$ cat config.mk
export PLATFORM = sky130hd
export DESIGN_NAME = frame_pulse_aligner
export DESIGN_NICKNAME = d
export VERILOG_FILES = /design/src/rtl/fpa_pkg.sv /design/src/rtl/fpa_edge_sync.sv /design/src/rtl/fpa_arm_ctrl.sv /design/src/rtl/fpa_divider.sv /design/src/rtl/frame_pulse_aligner.sv
export SDC_FILE = /design/constraint.sdc
export NUM_CORES = 1
export LEC_CHECK = 0
export ABC_CLOCK_PERIOD_IN_PS = 11000
export BUFFER_PORTS_ARGS = -buffer_cell sky130_fd_sc_hd__buf_2
export CAP_MARGIN = 20
export CORE_ASPECT_RATIO = 1.75
export CORE_MARGIN = 10
export CORE_UTILIZATION = 50
export CTS_BUF_LIST = sky130_fd_sc_hd__clkbuf_4
export CTS_CLUSTER_SIZE = 25
export DETAILED_ROUTE_END_ITERATION = 16
export HOLD_SLACK_MARGIN = 0.15
export PLACE_DENSITY = 0.72
export SLEW_MARGIN = 20
export SYNTH_ARGS = -nofsm -noshare
export SYNTH_HDL_FRONTEND = slang
export SYNTH_HIERARCHICAL = 1
export SYNTH_SLANG_ARGS = --single-unit
$ cat constraint.sdc
create_clock -name clk -period 11 [get_ports clk]
set_input_delay 1.1 -clock clk [delete_from_list [all_inputs] [get_ports clk]]
set_output_delay 1.1 -clock clk [all_outputs]
set_load 0.05 [all_outputs]
$ cat src/rtl/fpa_pkg.sv
package fpa_pkg;
  localparam int DEF_CNT_W = 16;
  localparam int DEF_SYNC_STAGES = 2;

  typedef enum logic { ARM_FROM_PIN = 1'b0, ARM_FROM_SOFT = 1'b1 } arm_src_e;
endpackage

$ cat src/rtl/fpa_edge_sync.sv
module fpa_edge_sync #(
  parameter int STAGES = fpa_pkg::DEF_SYNC_STAGES
) (
  input  logic clk,
  input  logic rst,
  input  logic din,
  output logic rise_o
);
  localparam int LAST = STAGES;

  logic [LAST:0] chain_q;

  generate
    if (STAGES < 2) begin : g_bad
      initial $error("fpa_edge_sync needs at least two stages");
    end
  endgenerate

  always_ff @(posedge clk) begin
    if (rst) chain_q <= '0;
    else     chain_q <= {chain_q[LAST-1:0], din};
  end

  // chain_q[LAST-1] is the synchronized level, chain_q[LAST] its previous value
  assign rise_o = chain_q[LAST-1] & ~chain_q[LAST];
endmodule

$ cat src/rtl/fpa_arm_ctrl.sv
module fpa_arm_ctrl (
  input  logic clk,
  input  logic rst,
  input  logic rise_i,
  input  logic sel_valid_i,
  input  logic enable_i,
  input  logic arm_sel_i,
  input  logic arm_pin_n_i,
  input  logic arm_soft_i,
  input  logic one_shot_i,
  output logic realign_o,
  output logic aligned_o
);
  import fpa_pkg::*;

  logic armed;
  logic done_q;

  always_comb begin
    if (arm_src_e'(arm_sel_i) == ARM_FROM_SOFT) armed = enable_i & arm_soft_i;
    else                                        armed = enable_i & ~arm_pin_n_i;
  end

  assign realign_o = rise_i & sel_valid_i & armed & (~one_shot_i | ~done_q);

  always_ff @(posedge clk) begin
    if (rst)         done_q <= 1'b0;
    else if (!armed) done_q <= 1'b0;
    else if (realign_o) done_q <= 1'b1;
  end

  assign aligned_o = done_q;

  p_disarm_clears_r9: assert property (@(posedge clk) disable iff (rst)
    !armed |=> !aligned_o);

  p_disabled_idle_r4: assert property (@(posedge clk) disable iff (rst)
    !enable_i |=> !aligned_o);

  p_invalid_ignored_r8: assert property (@(posedge clk) disable iff (rst)
    (!sel_valid_i && !aligned_o) |=> !aligned_o);
endmodule

$ cat src/rtl/fpa_divider.sv
module fpa_divider #(
  parameter int CNT_W = fpa_pkg::DEF_CNT_W
) (
  input  logic             clk,
  input  logic             rst,
  input  logic [CNT_W-1:0] div_m_i,
  input  logic             realign_i,
  output logic             frame_o
);
  localparam logic [CNT_W-1:0] MIN_M = CNT_W'(2);
  localparam logic [CNT_W-1:0] ONE   = CNT_W'(1);

  logic [CNT_W-1:0] m_eff;
  logic [CNT_W-1:0] cnt_q;
  logic             wrap;

  assign m_eff = (div_m_i < MIN_M) ? MIN_M : div_m_i;
  assign wrap  = (cnt_q >= m_eff - ONE);

  always_ff @(posedge clk) begin
    if (rst) begin
      cnt_q   <= '0;
      frame_o <= 1'b0;
    end else if (realign_i || wrap) begin
      cnt_q   <= '0;
      frame_o <= 1'b1;
    end else begin
      cnt_q   <= cnt_q + ONE;
      frame_o <= 1'b0;
    end
  end

  p_realign_pulse_r3: assert property (@(posedge clk) disable iff (rst)
    realign_i |=> frame_o);

  p_pulse_then_low_r2: assert property (@(posedge clk) disable iff (rst)
    (frame_o && !realign_i && m_eff > MIN_M) |=> !frame_o);
endmodule

$ cat src/rtl/frame_pulse_aligner.sv
module frame_pulse_aligner #(
  parameter int CNT_W       = fpa_pkg::DEF_CNT_W,
  parameter int SYNC_STAGES = fpa_pkg::DEF_SYNC_STAGES
) (
  input  logic             clk,
  input  logic             rst,
  input  logic             frame_in,
  input  logic             sel_valid,
  input  logic             fs_enable,
  input  logic             arm_sel,
  input  logic             arm_pin_n,
  input  logic             arm_soft,
  input  logic             one_shot,
  input  logic [CNT_W-1:0] div_m,
  output logic             frame_out,
  output logic             aligned
);
  logic rise;
  logic realign;

  fpa_edge_sync #(.STAGES(SYNC_STAGES)) u_sync (
    .clk    (clk),
    .rst    (rst),
    .din    (frame_in),
    .rise_o (rise)
  );

  fpa_arm_ctrl u_arm (
    .clk         (clk),
    .rst         (rst),
    .rise_i      (rise),
    .sel_valid_i (sel_valid),
    .enable_i    (fs_enable),
    .arm_sel_i   (arm_sel),
    .arm_pin_n_i (arm_pin_n),
    .arm_soft_i  (arm_soft),
    .one_shot_i  (one_shot),
    .realign_o   (realign),
    .aligned_o   (aligned)
  );

  fpa_divider #(.CNT_W(CNT_W)) u_div (
    .clk       (clk),
    .rst       (rst),
    .div_m_i   (div_m),
    .realign_i (realign),
    .frame_o   (frame_out)
  );

  // once aligned in one-shot mode, no further realignment may fire
  p_single_shot_r7: assert property (@(posedge clk) disable iff (rst)
    (one_shot && aligned) |-> !realign);
endmodule

==> flow_metrics.py, run 1 <==
metrics = {
    "layout": {
        "antennaDiodeCount": 0,
        "multiInputGateArea_um2": 1110,
        "final_layout_size_suffix_gt1_share_pct": 18.2,
        "fin_area_um2": 1770,
        "syn_to_final_growth_pct": 12.9,
        "fin_util_pct": 59.8,
        "finalNetCount": 253,
        "final_common_cell": "buf_2",
        "layout_common_cells": "26 x buf_2, 21 x dfxtp_1, 20 x nor3_1, 18 x xnor2_1, 18 x ha_1",
        "seqCellArea_um2": 420,
        "nFillCells": 262,
    },
    "power": {
        "swShare_pct": 27.2,
        "p_int_uw": 103,
        "p_clk_share_pct": 25.7,
        "ir_drop_mv": 0.0923,
        "p_leak_nw": 0.655,
        "total_power_uw": 141,
        "combinationalPowerShare_pct": 18.2,
        "pwr-share-seq_pct": 56.2,
        "power_density_nw_per_um2": 79.6,
        "p_switching_uw": 38.3,
    },
    "global_route": {
        "track_usage_pct": 12.2,
        "gr-usage-met2_pct": 23.6,
        "globalRouteMet1Util_pct": 11.6,
        "grt_pass1_vias": 1532,
        "grt_antenna_before_repair": 0,
        "grt-ovfl-total": 0,
        "grt_start_max_net_pins": 17,
        "grtUsageMet3_pct": 2.63,
        "top_usage_layer": "met2",
        "grt_first_pass_wirelength_mm": 6.14,
    },
    "drt": {
        "routed_wl_mm": 3.63,
        "drc": 0,
        "drtIter0Drc": 27,
        "drtPass1Iterations": 4,
        "ant_nets": 0,
        "routed_via_density": 5.78,
        "vias": 1450,
        "wl_per_cell_um": 14.5,
    },
    "sta": {
        "worst_slack_ns": 5.75,
        "hold_violations": 0,
        "rsz0062_at_grt": "false",
        "tightest_slew_ns": 0.867,
        "setup_viol": 0,
        "fin_crit_ns": 5.25,
        "maxSlewHeadroom_pct": 42.0,
        "finalMaxSlewViolations": 0,
        "fmax_ghz": 0.191,
        "tns_ns": 0,
        "clock-skew-final_ns": 0.0104,
        "period_share_pct": 47.7,
    },
    "setup_path": {
        "critical_path_class": "in -> reg",
        "path_max_fanout": 16,
        "cp-end-kind": "register",
        "worstPathArrival_ns": 5.40,
        "reg2reg_depth": 5,
        "r2r_start": "u_div/cnt_q[13]",
        "required_ns": 11.15,
        "startpoint": "div_m[10]",
        "startpoint_type": "input port",
    },
    "synthesis": {
        "synth_area_leaders": "dfxtp_1 27%, ha_1 14%, xnor2_1 10%, nor3_1 6.4%, xor2_1 3.3%",
        "synth_seq_cells": 21,
        "yosysWarnings": 6,
        "synthCells": 180,
        "yosys.area.top_type_share_pct": 26.8,
        "avgSynthCellArea_um2": 8.72,
        "ys_seq_area_share_pct": 26.8,
        "synth_nets": 223,
        "netlist_area_um2": 1570,
        "yosys.area.top_type": "dfxtp_1",
        "synth_cell_types": 37,
    },
    "flow_run": {
        "cap_violations": 0,
    },
    "placed_design": {
        "pre_cts_ws_ns": 5.45,
        "routabilityCongestion": 0.842,
        "placed_area_um2": 1740,
        "dp_hpwl_mm": 3.04,
        "io_buffer_count": 26,
    },
    "die": {
        "die_w_um": 62.3,
        "fp-row-count": 26,
        "dieArea_um2": 5870,
        "die_h_um": 94.1,
        "start_util_pct": 53.0,
        "ioPinCount": 27,
        "coreArea_um2": 2960,
    },
    "status": {
        "status": "finished, final reports clean",
    },
    "cts": {
        "clk_pin_slew_ns": 0.12,
        "htree_levels": 1,
        "postCtsSetupBuffers": 0,
        "cts_buffer_depth": 2,
        "numCtsBuffers": 3,
        "cts_resized": 0,
        "cts_tree": "yes",
        "clk_latency_ns": 0.31,
        "holdBufCountCts": 0,
        "cts_root_buf": "clkbuf_4",
        "clock-sinks": 21,
    },
    "min_path": {
        "hold_start": "u_sync/chain_q[0]",
        "min_path_type": "reg -> reg",
        "whs_path_depth": 1,
    },
}
## worst max-delay path, stage by stage
cell and delay, ns:
buf_2 0.11, nor4_1 0.64, nand4_1 0.40, o31ai_1 0.40, ha_1 0.26, nand2b_1 0.09, nand2b_1 0.21, nor3_1 0.30
xnor2_1 0.11, ha_1 0.30, nand4_1 0.16, or3_1 0.46, o41ai_4 0.72, nor3_1 0.15
## flip-flops by register name (all words and copies together), names as in the netlist
| register | cells |
|---|---|
| u_arm/aligned_o | 1 |
| u_sync/chain_q | 3 |
| u_div/cnt_q | 16 |
| u_div/frame_o | 1 |
## per-layer routing
metal  routed length, µm  up-vias  part of all wire (%)
met5                   0        -                     0
met4                  75        0                   2.1
met3                 180        7                   5.0
met2                1850       44                    51
met1                1520      668                    42
li1                    -      731                     -
## final cells by class
class / instances / area share [%]
well taps: 42 / 2.97
clock inverters: 1 / 0.282
inverters: 5 / 1.06
flip-flops and latches: 21 / 23.7
clock buffers: 3 / 1.27
multi-input cells: 152 / 62.9
repair buffers: 27 / 7.77
## power by group through the flow
| stage | logic, mW | clock network, mW | registers, mW |
|---|---|---|---|
| CTS | 0.0259 | 0.0377 | 0.0792 |
| detailed placement | 0.0258 | 0 | 0.0809 |
| floorplan | 0.0161 | 0 | 0.0806 |
| finish | 0.0256 | 0.0362 | 0.0792 |
| global route | 0.0290 | 0.0415 | 0.0795 |
| global placement | 0.0245 | 0 | 0.0808 |
## stage by stage
step / hold slack, ns / cells
2_1_floorplan: 0.414 / 180
3_3_place_gp: 0.428 / 246
3_5_place_dp: 0.435 / 247
4_1_cts: 0.467 / 251
5_1_grt: 0.486 / 251
6_report: 0.462 / 251
## cell families (layout without fill, tap and decap cells)
kind of cell	count (synthesis)	in the layout	synth area share [%]
simple gates	87	87	30.5
xor+xnor	24	24	13.4
compound gates	23	23	12.8
flops	21	21	26.8
fa+ha+maj	18	18	14.4
buf+inv	7	36	2.15
## final timing paths
check                                          to  slack, ns
worst min register to register  u_sync/chain_q[1]       0.46
worst max register to register     u_div/cnt_q[9]       8.67
worst min-delay path            u_sync/chain_q[1]       0.46
worst max-delay path               u_div/cnt_q[9]       5.75
## synthesized netlist by cell type, drive strengths merged
| master | instances |
|---|---|
| clkbuf | 1 |
| nor2 | 12 |
| buf | 1 |
| o31ai | 1 |
| nor3 | 20 |
| xnor2 | 18 |
| nor3b | 3 |
| a2111oi | 3 |
| a211oi | 3 |
| or3 | 3 |
| nand4 | 7 |
| a21oi | 5 |
| o21a | 3 |
| dfxtp | 21 |
| and2 | 2 |
| or2 | 1 |
| inv | 5 |
| nor4b | 1 |
| o211ai | 1 |
| nor2b | 4 |
| o21ai | 3 |
| nand3 | 11 |
| o41ai | 3 |
| nand2b | 3 |
| and3 | 1 |
| nor4 | 7 |
| or3b | 1 |
| ha | 18 |
| xor2 | 6 |
| nand2 | 11 |
| a311o | 1 |
Note: power is estimated with default switching activity, not from simulation.
==> run 2, diff against run 1 <==
- ABC_CLOCK_PERIOD_IN_PS: 11000 -> 4900
- clock period: 11 -> 4.9 ns (I/O delays scaled with it)
==> flow_metrics.py, run 2 (synthesis gave the netlist of run 1 again) <==
metrics = {
    "cts": {
        "clock-sinks": 21,
        "clk_pin_slew_ns": 0.11,
        "htree_levels": 1,
        "cts_resized": 0,
        "numCtsBuffers": 3,
        "cts_root_buf": "clkbuf_4",
        "postCtsSetupBuffers": 0,
        "cts_buffer_depth": 2,
        "holdBufCountCts": 0,
        "clk_latency_ns": 0.29,
        "cts_tree": "yes",
    },
    "drt": {
        "routed_via_density": 5.66,
        "drtPass1Iterations": 4,
        "drc": 0,
        "drtIter0Drc": 33,
        "ant_nets": 0,
        "vias": 1433,
        "wl_per_cell_um": 14.4,
        "routed_wl_mm": 3.63,
    },
    "setup_path": {
        "startpoint_type": "input port",
        "worstPathArrival_ns": 4.31,
        "critical_path_class": "in -> reg",
        "cp-end-kind": "register",
        "path_max_fanout": 9,
        "required_ns": 5.07,
    },
    "flow_run": {
        "cap_violations": 0,
    },
    "placed_design": {
        "io_buffer_count": 26,
        "dp_hpwl_mm": 3.07,
        "placed_cells": 249,
        "routabilityCongestion": 0.815,
    },
    "sta": {
        "period_share_pct": 84.5,
        "hold_slack_ns": 0.412,
        "tns_ns": 0,
        "setup_viol": 0,
        "fmax_ghz": 0.242,
        "finalMaxSlewViolations": 0,
        "tightest_slew_ns": 0.579,
        "rsz0062_at_grt": "false",
        "hold_violations": 0,
        "fin_crit_ns": 4.14,
        "clock-skew-final_ns": 0.00211,
        "maxSlewHeadroom_pct": 61.2,
    },
    "power": {
        "p_leak_nw": 0.666,
        "power_density_nw_per_um2": 180,
        "ir_drop_mv": 0.153,
        "total_power_uw": 322,
    },
    "layout": {
        "largest_reg_flops": 16,
        "top_regs": "u_div/cnt_q (16), u_sync/chain_q (3)",
        "finalNetCount": 255,
        "fin_util_pct": 60.4,
        "final_common_cell": "buf_2",
        "top_register": "u_div/cnt_q",
        "antennaDiodeCount": 0,
        "layout.cells.non_filler": 253,
        "final_layout_size_suffix_gt1_share_pct": 19.0,
        "syn_to_final_growth_pct": 14.0,
        "layout_common_cells": "26 x buf_2, 21 x dfxtp_1, 20 x nor3_1, 18 x xnor2_1, 18 x ha_1",
    },
    "status": {
        "status": "finished, final reports clean",
    },
    "global_route": {
        "grt_antenna_before_repair": 0,
        "grt-ovfl-total": 0,
        "grt_pass1_vias": 1517,
        "grt_start_max_net_pins": 12,
        "track_usage_pct": 12.6,
        "grt_first_pass_wirelength_mm": 6.27,
    },
    "die": {
        "die_w_um": 62.3,
        "start_util_pct": 53.0,
        "fp-row-count": 26,
        "ioPinCount": 27,
        "die_h_um": 94.1,
        "dieArea_um2": 5870,
        "coreArea_um2": 2960,
    },
    "min_path": {
        "min_path_type": "in -> reg",
    },
}
==> run 2: cell count changes in the layout (fill, tap and decap cells not counted) <==
| cell | change |
|---|---|
| clkinv_2 | -1 |
| buf_4 | +2 |
| clkbuf_4 | +1 |
==> run 2: stage by stage <==
stage / cell area [µm²] / setup WS (ns)
after floorplan: 1570 / 1.00
after global placement: 1750 / 0.515
after detailed placement: 1760 / 0.415
after CTS: 1790 / 0.732
after global routing: 1790 / 0.459
final: 1790 / 0.761
==> run 2: layout make-up <==
| type | instances | area (µm²) |
|---|---|---|
| Clock buffer | 4 | 30.0 |
| Sequential cell | 21 | 420 |
| Multi-Input combinational cell | 152 | 1110 |
| Tap cell | 42 | 52.6 |
| Fill cell | 283 | 1170 |
| Inverter | 5 | 18.8 |
| Timing Repair Buffer | 29 | 153 |
==> run 2: metal layers <==
metal  wire length, µm  global-route usage (%)
met1              1500                    12.3
met2              1870                    24.0
met3               224                    3.35
met4                43                    5.43
met5                 0                       0
==> run 2: power breakdown <==
part	switching (mW)	total, mW	leakage (nW)	internal [mW]
clock network	0.0486	0.0858	0.0184	0.0372
registers	0.00354	0.178	0.170	0.174
logic	0.0321	0.0590	0.477	0.0269
==> run 2: path summary, 6_finish.rpt <==
kind / start / endpoint / slack [ns] / cells after the start
hold reg to reg: u_sync/chain_q[0] / u_sync/chain_q[1] / 0.46 / 1
setup reg to reg: u_div/cnt_q[0] / u_div/cnt_q[15] / 2.72 / 7
setup / recovery: div_m[6] / u_div/cnt_q[9] / 0.76 / 15
hold / removal: frame_in / u_sync/chain_q[0] / 0.41 / 2
==> run 2: critical path, stage by stage <==
cell      delay (ns)
buf_2           0.11
nor4_1          0.43
nand4_1         0.28
o31ai_1         0.36
ha_1            0.26
nand2b_1        0.10
nand2b_1        0.21
nor3_1          0.29
xnor2_1         0.11
ha_1            0.29
nand4_1         0.15
or3_1           0.46
o41ai_4         0.42
buf_4           0.26
nor3_1          0.07
==> run 3, diff against run 2 <==
- ABC_AREA: not set -> 1
- ABC_CLOCK_PERIOD_IN_PS: 4900 -> 4200
- clock period: 4.9 -> 4.2 ns (I/O delays scaled with it)
==> flow_metrics.py, run 3 <==
metrics = {
    "setup_path": {
        "crit-reg2reg-capture": "u_div/cnt_q[10]",
        "r2r_start": "u_div/cnt_q[0]",
        "worstPathArrival_ns": 3.12,
        "required_ns": 4.44,
        "cp-end-kind": "register",
        "path_max_fanout": 16,
        "startpoint_type": "input port",
        "critical_path_class": "in -> reg",
        "reg2reg_depth": 11,
        "reg2reg_slack_ns": 2.45,
    },
    "global_route": {
        "grtUsageMet3_pct": 2.42,
        "gr-usage-met2_pct": 23.9,
        "top_usage_layer": "met2",
        "grt_antenna_before_repair": 0,
        "grt_start_max_net_pins": 17,
        "track_usage_pct": 11.8,
        "globalRouteMet1Util_pct": 11.0,
        "grt_first_pass_wirelength_mm": 6.11,
        "grt_pass1_vias": 1436,
        "grt-ovfl-total": 0,
    },
    "sta": {
        "clock-skew-final_ns": 0.00179,
        "maxSlewHeadroom_pct": 78.3,
        "fmax_ghz": 0.347,
        "tightest_slew_ns": 0.323,
        "setup_viol": 0,
        "rsz0062_at_grt": "false",
        "hold_slack_ns": 0.306,
        "tns_ns": 0,
        "period_share_pct": 68.5,
        "hold_violations": 0,
        "fin_crit_ns": 2.88,
        "finalMaxSlewViolations": 0,
    },
    "layout": {
        "layout.cells.non_filler": 310,
        "finalNetCount": 311,
        "largest_reg_flops": 16,
        "nFillCells": 336,
        "antennaDiodeCount": 0,
        "top_register": "u_div/cnt_q",
        "final_layout_size_suffix_gt1_share_pct": 21.0,
        "top_regs": "u_div/cnt_q (16), u_sync/chain_q (3)",
        "fin_area_um2": 1900,
        "syn_to_final_growth_pct": 12.0,
        "layout_common_cells": "42 x nand2_1, 39 x nor2_1, 34 x inv_1, 26 x buf_2, 21 x dfxtp_1",
        "final_common_cell": "nand2_1",
    },
    "synthesis": {
        "synth_common_cells": "42 x nand2_1, 39 x nor2_1, 34 x inv_1",
        "ys.flop_type": "dfxtp_1",
        "synth_seq_cells": 21,
        "netlist_area_um2": 1690,
        "synth_nets": 281,
        "synth_top_family_by_area": "simple AND/OR/NAND/NOR gates",
        "yosys.area.top_type_share_pct": 24.8,
        "ys_seq_area_share_pct": 24.8,
        "synthXorXnorAreaFrac_pct": 12.9,
        "async_flop_share_pct": 0,
        "yosys.area.top_type": "dfxtp_1",
        "synth.most_common_cell": "nand2_1",
        "synth_simple_gate_area_share_pct": 36.1,
        "synth-compound-area-share_pct": 4.36,
        "synth_cell_types": 24,
        "avgSynthCellArea_um2": 7.11,
        "synth_enable_flop_cells": 0,
        "synth_fa_ha_area_share_pct": 13.3,
        "muxShareOfSynthArea_pct": 0,
        "synth_area_leaders": "dfxtp_1 25%, ha_1 13%, nand2_1 9.3%, nor2_1 8.6%, inv_1 7.5%",
        "yosysWarnings": 6,
        "synthCells": 238,
    },
    "cts": {
        "cts_tree": "yes",
        "cts_buffer_depth": 2,
        "cts_resized": 0,
        "htree_levels": 1,
        "postCtsSetupBuffers": 0,
        "cts_root_buf": "clkbuf_4",
        "holdBufCountCts": 0,
        "numCtsBuffers": 3,
        "clock-sinks": 21,
        "clk_latency_ns": 0.31,
        "clk_pin_slew_ns": 0.11,
    },
    "placed_design": {
        "placed_cells": 306,
        "placed_area_um2": 1870,
        "io_buffer_count": 26,
        "dp_hpwl_mm": 3.08,
        "routabilityCongestion": 0.837,
    },
    "die": {
        "ioPinCount": 27,
        "start_util_pct": 52.7,
        "coreArea_um2": 3210,
        "die_h_um": 97.0,
        "dieArea_um2": 6200,
        "fp-row-count": 27,
        "die_w_um": 64.0,
    },
    "drt": {
        "drtPass1Iterations": 5,
        "ant_nets": 0,
        "drc": 0,
        "routed_wl_mm": 3.65,
        "routed_via_density": 4.82,
        "drtIter0Drc": 28,
        "wl_per_cell_um": 11.8,
        "vias": 1493,
    },
    "status": {
        "status": "finished, final reports clean",
    },
    "min_path": {
        "min_path_type": "in -> reg",
        "hold_start": "frame_in",
        "whs_path_depth": 3,
        "hold_end": "u_sync/chain_q[0]",
    },
    "flow_run": {
        "cap_violations": 0,
    },
    "power": {
        "power_density_nw_per_um2": 204,
        "p_leak_nw": 0.859,
        "ir_drop_mv": 0.248,
        "total_power_uw": 386,
    },
}
==> run 3: cell types whose count changed after synthesis, moves of 7 or more <==
cell,before,now
xnor2_1,18,11
nor4_1,7,0
nor2_2,0,11
nor2_1,12,39
inv_1,5,34
xor2_1,6,14
nand2_1,11,42
nor3_1,20,4
==> run 3: critical path: stages <==
cell and delay, ns:
buf_2 0.12, nor2_2 0.16, inv_2 0.06, nor3_4 0.19
nand2_2 0.12, nand2_1 0.10, ha_1 0.21, nand2_1 0.14
nor3_2 0.20, nand4_1 0.13, xor2_1 0.16, ha_1 0.27
nand2_1 0.05, inv_1 0.05, o21ai_2 0.05, nand3_1 0.09
nor2_2 0.18, nand3_4 0.25, nor2_1 0.16
==> run 3: metrics by stage <==
step	setup WS, ns	utilization (%)
finish	1.32	59.1
global route	0.978	59.1
CTS	1.33	59.1
detailed placement	1.01	58.1
global placement	1.08	58.1
floorplan	1.41	-
==> run 3: final cells by class <==
cell class	instances	area [µm²]	share of cell area, %
multi-input cells	181	1130	59.6
inverters	35	131	6.93
well taps	43	53.8	2.84
clock buffers	4	30.0	1.58
repair buffers	26	130	6.86
flip-flops and latches	21	420	22.2
==> run 3: cell families after synthesis <==
| kind of cell | after synthesis |
|---|---|
| AO/OA/AOI/OAI | 13 |
| XOR/XNOR | 25 |
| adder cells (fa/ha/maj) | 18 |
| buffers and inverters | 36 |
| flip-flops | 21 |
| AND/OR/NAND/NOR | 125 |
==> run 3: where the power goes <==
| part | switching [mW] | total, mW | internal (mW) | leakage, nW |
|---|---|---|---|---|
| clock | 0.0620 | 0.106 | 0.0435 | 0.0184 |
| combinational | 0.0430 | 0.0740 | 0.0309 | 0.671 |
| sequential | 0.00370 | 0.207 | 0.203 | 0.170 |
| total | 0.109 | 0.386 | 0.278 | 0.859 |
==> run 3: metal layers <==
metal	up-vias	wire, µm
li1	802	-
met1	659	1370
met2	26	2100
met3	6	124
met4	0	56
met5	-	0
==> run 3: how the worst max path moves through the flow <==
| stage | endpoint | slack [ns] | start | depth (start not counted) |
|---|---|---|---|---|
| final | u_div/cnt_q[10] | 1.32 | div_m[3] | 19 |
| after global routing | u_div/cnt_q[13] | 0.98 | div_m[10] | 19 |
| after CTS | u_div/cnt_q[10] | 1.33 | div_m[3] | 19 |
| after detailed placement | u_div/cnt_q[13] | 1.01 | div_m[3] | 19 |
| after global placement | u_div/cnt_q[0] | 1.08 | div_m[3] | 19 |
| after floorplan | u_div/cnt_q[9] | 1.41 | div_m[3] | 19 |
